--- src/rtl/irq_ctrl_pkg.sv ---
package irq_ctrl_pkg;
  typedef enum logic [1:0] {
    CFG_VECTOR = 2'd0,
    CFG_MASK   = 2'd1,
    CFG_TOP    = 2'd2,
    CFG_NONE   = 2'd3
  } cfg_op_e;
endpackage

--- src/rtl/irq_pend_latch.sv ---
module irq_pend_latch #(
  parameter int NUM_LINES = 8
) (
  input  logic                 clk,
  input  logic                 rst_n,
  input  logic [NUM_LINES-1:0] irq_in,
  input  logic [NUM_LINES-1:0] clr_bits,
  output logic [NUM_LINES-1:0] pend
);
  logic [NUM_LINES-1:0] irq_q;
  logic [NUM_LINES-1:0] rise;

  assign rise = irq_in & ~irq_q;

  always_ff @(posedge clk or negedge rst_n) begin
    if (!rst_n) begin
      irq_q <= '0;
      pend  <= '0;
    end else begin
      irq_q <= irq_in;
      // a fresh edge wins over a clear of the same line
      pend  <= (pend & ~clr_bits) | rise;
    end
  end
endmodule

--- src/rtl/irq_cfg_regs.sv ---
module irq_cfg_regs #(
  parameter int NUM_LINES = 8,
  parameter int VEC_W     = 8,
  parameter int CFG_W     = 8,
  parameter int VEC_BASE  = 32,
  parameter int IDX_W     = 3
) (
  input  logic                 clk,
  input  logic                 rst_n,
  input  logic                 cfg_we,
  input  logic [1:0]           cfg_op,
  input  logic [IDX_W-1:0]     cfg_idx,
  input  logic [CFG_W-1:0]     cfg_wdata,
  output logic [VEC_W-1:0]     vec_tab [NUM_LINES],
  output logic [NUM_LINES-1:0] mask,
  output logic [IDX_W-1:0]     top
);
  import irq_ctrl_pkg::*;

  logic idx_ok;
  assign idx_ok = (int'(cfg_idx) < NUM_LINES);

  for (genvar i = 0; i < NUM_LINES; i++) begin : g_vec
    always_ff @(posedge clk or negedge rst_n) begin
      if (!rst_n)
        vec_tab[i] <= VEC_W'(VEC_BASE + i);
      else if (cfg_we && cfg_op_e'(cfg_op) == CFG_VECTOR && int'(cfg_idx) == i)
        vec_tab[i] <= cfg_wdata[VEC_W-1:0];
    end
  end

  always_ff @(posedge clk or negedge rst_n) begin
    if (!rst_n) begin
      mask <= '0;
      top  <= '0;
    end else if (cfg_we) begin
      case (cfg_op_e'(cfg_op))
        CFG_MASK: mask <= cfg_wdata[NUM_LINES-1:0];
        CFG_TOP:  if (idx_ok) top <= cfg_idx;
        default: ;
      endcase
    end
  end
endmodule

--- src/rtl/irq_prio_pick.sv ---
module irq_prio_pick #(
  parameter int NUM_LINES = 8,
  parameter int IDX_W     = 3
) (
  input  logic [NUM_LINES-1:0] elig,
  input  logic [IDX_W-1:0]     top,
  output logic                 found,
  output logic [IDX_W-1:0]     sel
);
  always_comb begin
    found = 1'b0;
    sel   = '0;
    for (int k = 0; k < NUM_LINES; k++) begin
      int p;
      p = int'(top) + k;
      if (p >= NUM_LINES) p = p - NUM_LINES;
      if (!found && elig[p]) begin
        found = 1'b1;
        sel   = IDX_W'(p);
      end
    end
  end
endmodule

--- src/rtl/irq_ctrl.sv ---
module irq_ctrl #(
  parameter int NUM_LINES = 8,
  parameter int VEC_W     = 8,
  parameter int VEC_BASE  = 32,
  localparam int IDX_W    = (NUM_LINES > 1) ? $clog2(NUM_LINES) : 1,
  localparam int CFG_W    = (NUM_LINES > VEC_W) ? NUM_LINES : VEC_W
) (
  input  logic                 clk,
  input  logic                 rst_n,
  input  logic [NUM_LINES-1:0] irq_in,
  input  logic                 cfg_we,
  input  logic [1:0]           cfg_op,
  input  logic [IDX_W-1:0]     cfg_idx,
  input  logic [CFG_W-1:0]     cfg_wdata,
  output logic [NUM_LINES-1:0] pend_word,
  output logic                 intr,
  input  logic                 inta,
  output logic [VEC_W-1:0]     vec_out
);
  logic [VEC_W-1:0]     vec_tab [NUM_LINES];
  logic [NUM_LINES-1:0] mask_w;
  logic [IDX_W-1:0]     top_w;
  logic [NUM_LINES-1:0] elig;
  logic [NUM_LINES-1:0] clr_bits;
  logic                 found;
  logic [IDX_W-1:0]     sel;
  logic                 inta_q;
  logic                 ack_rise;
  logic [IDX_W-1:0]     sel_q;
  logic [VEC_W-1:0]     vec_q;

  irq_pend_latch #(.NUM_LINES(NUM_LINES)) u_pend (
    .clk(clk), .rst_n(rst_n), .irq_in(irq_in),
    .clr_bits(clr_bits), .pend(pend_word)
  );

  irq_cfg_regs #(
    .NUM_LINES(NUM_LINES), .VEC_W(VEC_W), .CFG_W(CFG_W),
    .VEC_BASE(VEC_BASE), .IDX_W(IDX_W)
  ) u_cfg (
    .clk(clk), .rst_n(rst_n), .cfg_we(cfg_we), .cfg_op(cfg_op),
    .cfg_idx(cfg_idx), .cfg_wdata(cfg_wdata),
    .vec_tab(vec_tab), .mask(mask_w), .top(top_w)
  );

  assign elig = pend_word & ~mask_w;
  assign intr = |elig;

  irq_prio_pick #(.NUM_LINES(NUM_LINES), .IDX_W(IDX_W)) u_pick (
    .elig(elig), .top(top_w), .found(found), .sel(sel)
  );

  assign ack_rise = inta & ~inta_q;
  assign clr_bits = (ack_rise && found) ? (NUM_LINES'(1) << sel) : '0;

  always_ff @(posedge clk or negedge rst_n) begin
    if (!rst_n) begin
      inta_q <= 1'b0;
      sel_q  <= '0;
      vec_q  <= '0;
    end else begin
      inta_q <= inta;
      if (ack_rise) begin
        sel_q <= sel;
        vec_q <= found ? vec_tab[sel] : '0;
      end
    end
  end

  assign vec_out = inta_q ? vec_q : '0;
endmodule

--- config.mk ---
export PLATFORM = sky130hd
export DESIGN_NAME = irq_ctrl
export DESIGN_NICKNAME = d
export VERILOG_FILES = /design/src/rtl/irq_ctrl_pkg.sv /design/src/rtl/irq_pend_latch.sv /design/src/rtl/irq_cfg_regs.sv /design/src/rtl/irq_prio_pick.sv /design/src/rtl/irq_ctrl.sv
export SDC_FILE = /design/constraint.sdc
export NUM_CORES = 1
export LEC_CHECK = 0
export BUFFER_PORTS_ARGS = -buffer_cell sky130_fd_sc_hd__buf_2
export CAP_MARGIN = 10
export CORE_AREA = 2 2 112 114
export CTS_CLUSTER_SIZE = 28
export DETAILED_ROUTE_END_ITERATION = 12
export DIE_AREA = 0 0 114 116
export GPL_TIMING_DRIVEN = 0
export PLACE_DENSITY = 0.63
export SYNTH_ARGS = -nofsm -noshare
export SYNTH_HDL_FRONTEND = slang
export SYNTH_SLANG_ARGS = --single-unit
export TNS_END_PERCENT = 50
--- constraint.sdc ---
create_clock -name clk -period 4.7 [get_ports clk]
set_input_delay 0.94 -clock clk [delete_from_list [all_inputs] [get_ports clk]]
set_output_delay 0.94 -clock clk [all_outputs]
set_load 0.02 [all_outputs]
# Word-level counts from Yosys, hierarchy flattened
# Cells that the tools add are included.
[totals]
register_bits = 100
latch_bits = 0
ramBits = 0
mem_bits_ro = 0
word_cells = 149
memories = 0
[classes]
addsub = 15
multipliers = 0
n_div = 0
magnitude_cmp = 17
eq_ne = 9
n_shift = 1
muxes = 54
n_bitwise = 10
reduce_logical = 29
[op_table]
columns = ["cell", "count"]
rows = [
  ["< comparator 32 x 5 -> 1 bit (second input constant)", 8],
  ["two-way mux 32 bit", 8],
  [">= comparator 32 x 5 -> 1 bit (second input constant)", 7],
  ["subtractor 32 x 5 -> 32 bit (second input constant)", 7],
  ["two-way mux 8 bit", 5],
  ["AND 8 bit", 3],
  ["binary-select mux 1 bit (select 3 bit)", 8],
  ["binary-select mux 8 bit (select 3 bit)", 1],
  ["two-way mux 1 bit", 24],
  ["two-way mux 3 bit", 8],
  ["inverter 8 bit", 3],
  ["logical AND 1 bit", 17],
  ["adder 3 x 3 -> 4 bit (second input constant)", 4],
  ["== test 3 bit (second input constant)", 4],
  ["adder 3 x 2 -> 4 bit (second input constant)", 2],
  ["bitwise OR 8 bit", 1],
  ["OR reduction 8 bit", 1],
  ["left shift 1 x 3 -> 8 bit (first input constant)", 1],
  ["zero test 1 bit", 7],
  ["== test 3 x 2 -> 1 bit (second input constant)", 2],
  ["subtractor 3 x 4 -> 5 bit (second input constant)", 1],
  ["adder 3 x 1 -> 4 bit (second input constant)", 1],
  [">= comparator 3 x 4 -> 1 bit (second input constant)", 1],
  [">= comparator 4 bit (second input constant)", 1],
  ["other kinds (9)", 10],
]

# Depth between registers and ports, before layout
[depth]
word_depth = 32
ltp_mapped = 14

# Hierarchy
# A second synthesis with hierarchy kept.
[hier_totals]
hier_cells = 430
hier_area_um2 = 5587.9
[by_module_without_submodules]
columns = ["mod", "instances", "cells_each", "area_each_um2", "seq_area_each_um2"]
rows = [
  ["irq_cfg_regs", 1, 168, 2889.0, 1901.8],
  ["irq_ctrl", 1, 117, 1157.4, 225.2],
  ["irq_prio_pick", 1, 105, 980.9, 0.0],
  ["irq_pend_latch", 1, 40, 560.5, 400.4],
]

# Least setup slack after synthesis
# OpenSTA, ideal clock, no wires.
[synth_timing]
path_type = "register -> output"
startpoint = "register u_cfg.top[1] (netlist name)"
endpoint = "output intr"
arrival_ps = 3174
path_slack_ps = 586
path_stages_with_launch = 11
path_buffers = 2
path_cell_list = "dfrtp_1 -> inv_1 -> clkbuf_1 -> ha_1 -> clkbuf_1 -> inv_1 -> mux4_2 -> or4_4 -> nor2_1 -> nand2_1 -> or2_2"
[synth_lines]
columns = ["item", "line", "text"]
rows = [
  ["end: declaration", "irq_ctrl.sv:16", "output logic intr,"],
]

==> results.py <==
metrics = {
    "outcome": {
        "status": "completed",
    },
    "run": {
        "max_cap_violations": 0,
    },
    "global_route": {
        "grt_pass1_wl_um": 20720,
        "grt_max_degree": 56,
        "antenna_found_initial": 0,
        "grt_use_total": 0.2080,
        "grt_pass1_vias": 3819,
        "grt-ovfl-total": 0,
    },
    "power": {
        "power_leakage_nw": 2.704,
        "power_density_nw_per_um2": 597.2,
        "total_power_mw": 3.625,
        "irDropWorstVdd_mv": 0.2454,
    },
    "yosys": {
        "synth-simple-area-share": 0.1011,
        "synth_top_family_by_area": "multiplexers",
        "yosysSeqAreaShare": 0.4773,
        "netlist_area_um2": 5295,
        "synthAdderAreaFrac": 0.004726,
        "synth_compound_area_frac": 0.08648,
        "synthMuxAreaShare": 0.2961,
        "synth_seq_cells": 100,
        "ys.warnings.count": 0,
        "synth_cell_type_count": 57,
        "avgSynthCellArea_um2": 12.14,
        "ys_async_sr_fraction": 1.000,
        "ys.flop_type": "dfrtp_1",
        "synth-xor-area-share": 0.006616,
        "synth_nets": 463,
        "synthCells": 436,
        "synth_edf_count": 0,
    },
    "floorplanning": {
        "core_area_um2": 11910,
        "die_w_um": 114,
        "die_area_um2": 13220,
        "die_y_um": 116,
        "rows": 40,
        "ios": 42,
        "start_util": 0.4445,
    },
    "layout": {
        "final_nets": 521,
        "final_util": 0.5097,
        "instances_no_fill": 646,
        "final_cell_area_um2": 6071,
        "drive_gt1_frac": 0.3888,
        "final_common_cell": "dfrtp_1",
        "final_cell_mix": "dfrtp_1, mux2_2, buf_2, mux2i_1, nand2_1",
        "diodes": 0,
        "syn2layout_area_growth_pct": 14.65,
    },
    "timing": {
        "rsz0062_at_grt": "false",
        "max_freq_mhz": 223.4,
        "fin_setup_tns_ps": 0,
        "finalHoldViolCount": 0,
        "setup_violations": 0,
        "worstMarginPinSlew_ps": 711.4,
        "slew_headroom": 0.5257,
        "post-route-period-util": 0.9524,
        "fin_worst_skew_ps": 6.570,
        "maxSlewViolCount": 0,
        "fin_crit_ps": 4476,
    },
    "clocking": {
        "cts-root-buf": "clkbuf_16",
        "clkLatencyLatePin_ps": 330,
        "clock_sinks": 100,
        "hold_buffers": 0,
        "clk_path_buf_depth": 2,
        "tritoncts": "yes",
        "cts.clk_slew.worst_paths_ps": 70,
        "numCtsBuffers": 9,
        "cts_max_level": 3,
    },
    "worst_setup_path": {
        "critical_path_class": "reg -> out",
        "critPathLaunchType": "register",
        "rrSetupSlack_ps": 480,
        "worst-path-max-fanout": 10,
        "worstPathArrival_ps": 3540,
        "r2r_start": "u_cfg.top[0]",
        "worst_ep_required_time_ps": 3760,
        "end_kind": "output pin",
        "worstReg2RegEnd": "vec_q[6]",
        "r2r_cells": 12,
    },
    "drt": {
        "drt_iter0_drc": 244,
        "drt-pass1-iter-count": 4,
        "wl_per_cell_um": 19.73,
        "antenna_left": 0,
        "drc": 0,
        "wl_um": 12750,
        "vias": 3705,
        "via_per_inst": 5.735,
    },
    "placement": {
        "placed_cell_area_um2": 5714,
        "portBuffers": 41,
        "place_inst": 625,
        "hpwl_um": 9057,
        "gp_congestion": 0.8503,
    },
    "worst_hold_path": {
        "min_path_type": "reg -> reg",
        "min_path_cells": 1,
        "min_from": "u_pend.irq_q[0]",
        "holdPathEnd": "u_pend.pend[0]",
    },
}
-- cells in the mapped netlist (5+ instances only) --
| cell type | instances | area, um^2 |
|---|---|---|
| dfstp_2 | 20 | 525.5 |
| or3_1 | 7 | 43.79 |
| mux4_2 | 14 | 315.3 |
| and2_1 | 11 | 68.82 |
| nor2_1 | 14 | 52.55 |
| inv_1 | 16 | 60.06 |
| a21oi_1 | 5 | 25.02 |
| dfrtp_1 | 80 | 2002 |
| nand2_1 | 24 | 90.09 |
| nor2b_1 | 8 | 50.05 |
| nand3b_1 | 6 | 45.04 |
| nand2b_1 | 7 | 43.79 |
| clkbuf_1 | 6 | 22.52 |
| nor3_1 | 5 | 25.02 |
| o22ai_1 | 11 | 68.82 |
| mux2_2 | 77 | 867.1 |
| o21ai_0 | 15 | 75.07 |
| mux2i_1 | 37 | 370.4 |
| o21ai_1 | 13 | 65.06 |
-- layout make-up --
type                            instances  area, um^2
Clock buffer                           12       256.5
Multi-Input combinational cell        303        2624
Clock inverter                          4       47.55
Sequential cell                       100        2529
Fill cell                            1087        5841
Inverter                               19       75.07
Timing Repair Buffer                   49       287.8
Tap cell                              147       183.9
Buffer                                 12       67.56
-- kinds of logic (layout without fill, tap and decap cells) --
logic type / count (synthesis) / in the layout
muxes: 129 / 129
adders and majority gates: 2 / 2
xor gates and xnor gates: 4 / 4
DFF: 100 / 100
buffers and inverters: 33 / 96
AOI/OAI and AO/OA: 70 / 70
and+or+nand+nor: 98 / 98
-- sequential cells by signal (all words and copies together) (netlist names) --
register,count
u_cfg.vec_tab,64
u_cfg.mask,8
u_pend.irq_q,8
u_pend.pend,8
vec_q,8
u_cfg.top,3
inta_q,1
-- metal layers --
layer	share of wire	global-route usage	vias up
met5	0	0	-
li1	-	-	1724
met3	0.033	0.03504	8
met1	0.43	0.2658	1906
met2	0.53	0.3679	67
met4	0.0083	0.05691	0
-- per-stage QoR --
| stage | hold slack [ps] | setup slack [ps] |
|---|---|---|
| 3_3_place_gp | 397.5 | 16.95 |
| 2_1_floorplan | 391.9 | 585.6 |
| 6_report | 407.5 | 223.8 |
| 5_1_grt | 425.0 | 44.91 |
| 4_1_cts | 412.4 | 64.18 |
| 3_5_place_dp | 403.2 | -4.883 |
-- report_power, final --
part	internal, mW	leakage (nW)	total [mW]	switching (mW)
Clock	0.440	0.149	0.738	0.298
Sequential	1.07	1.18	1.19	0.124
Combinational	0.765	1.37	1.69	0.928
Total	2.28	2.70	3.63	1.35
-- worst max-delay path: stages (launching register included) --
cell and delay (ps):
dfrtp_1 480, buf_6 190, inv_2 130, ha_2 360, inv_2 180, mux4_2 580, or4_4 530, nor2_1 240
nand2_1 70, or2_2 280, buf_2 160
-- how the worst max path moves through the flow --
stage	slack (ps)	startpoint	endpoint	depth (start not counted)
floorplan	590	u_cfg.top[1]	intr	10
global placement	20	u_cfg.top[1]	vec_q[4]	13
finish	220	u_cfg.top[0]	intr	10
global route	40	u_cfg.top[0]	intr	10
detailed placement	-5	u_cfg.top[1]	u_pend.pend[7]	13
CTS	60	u_cfg.top[1]	intr	9
-- what timing repair did --
item,4_1_cts,5_1_grt
buffers inserted,0,7
gates resized for setup,1,3
endpoints found under the setup margin,3,1
No activity file was read; power rests on OpenSTA's default activity.
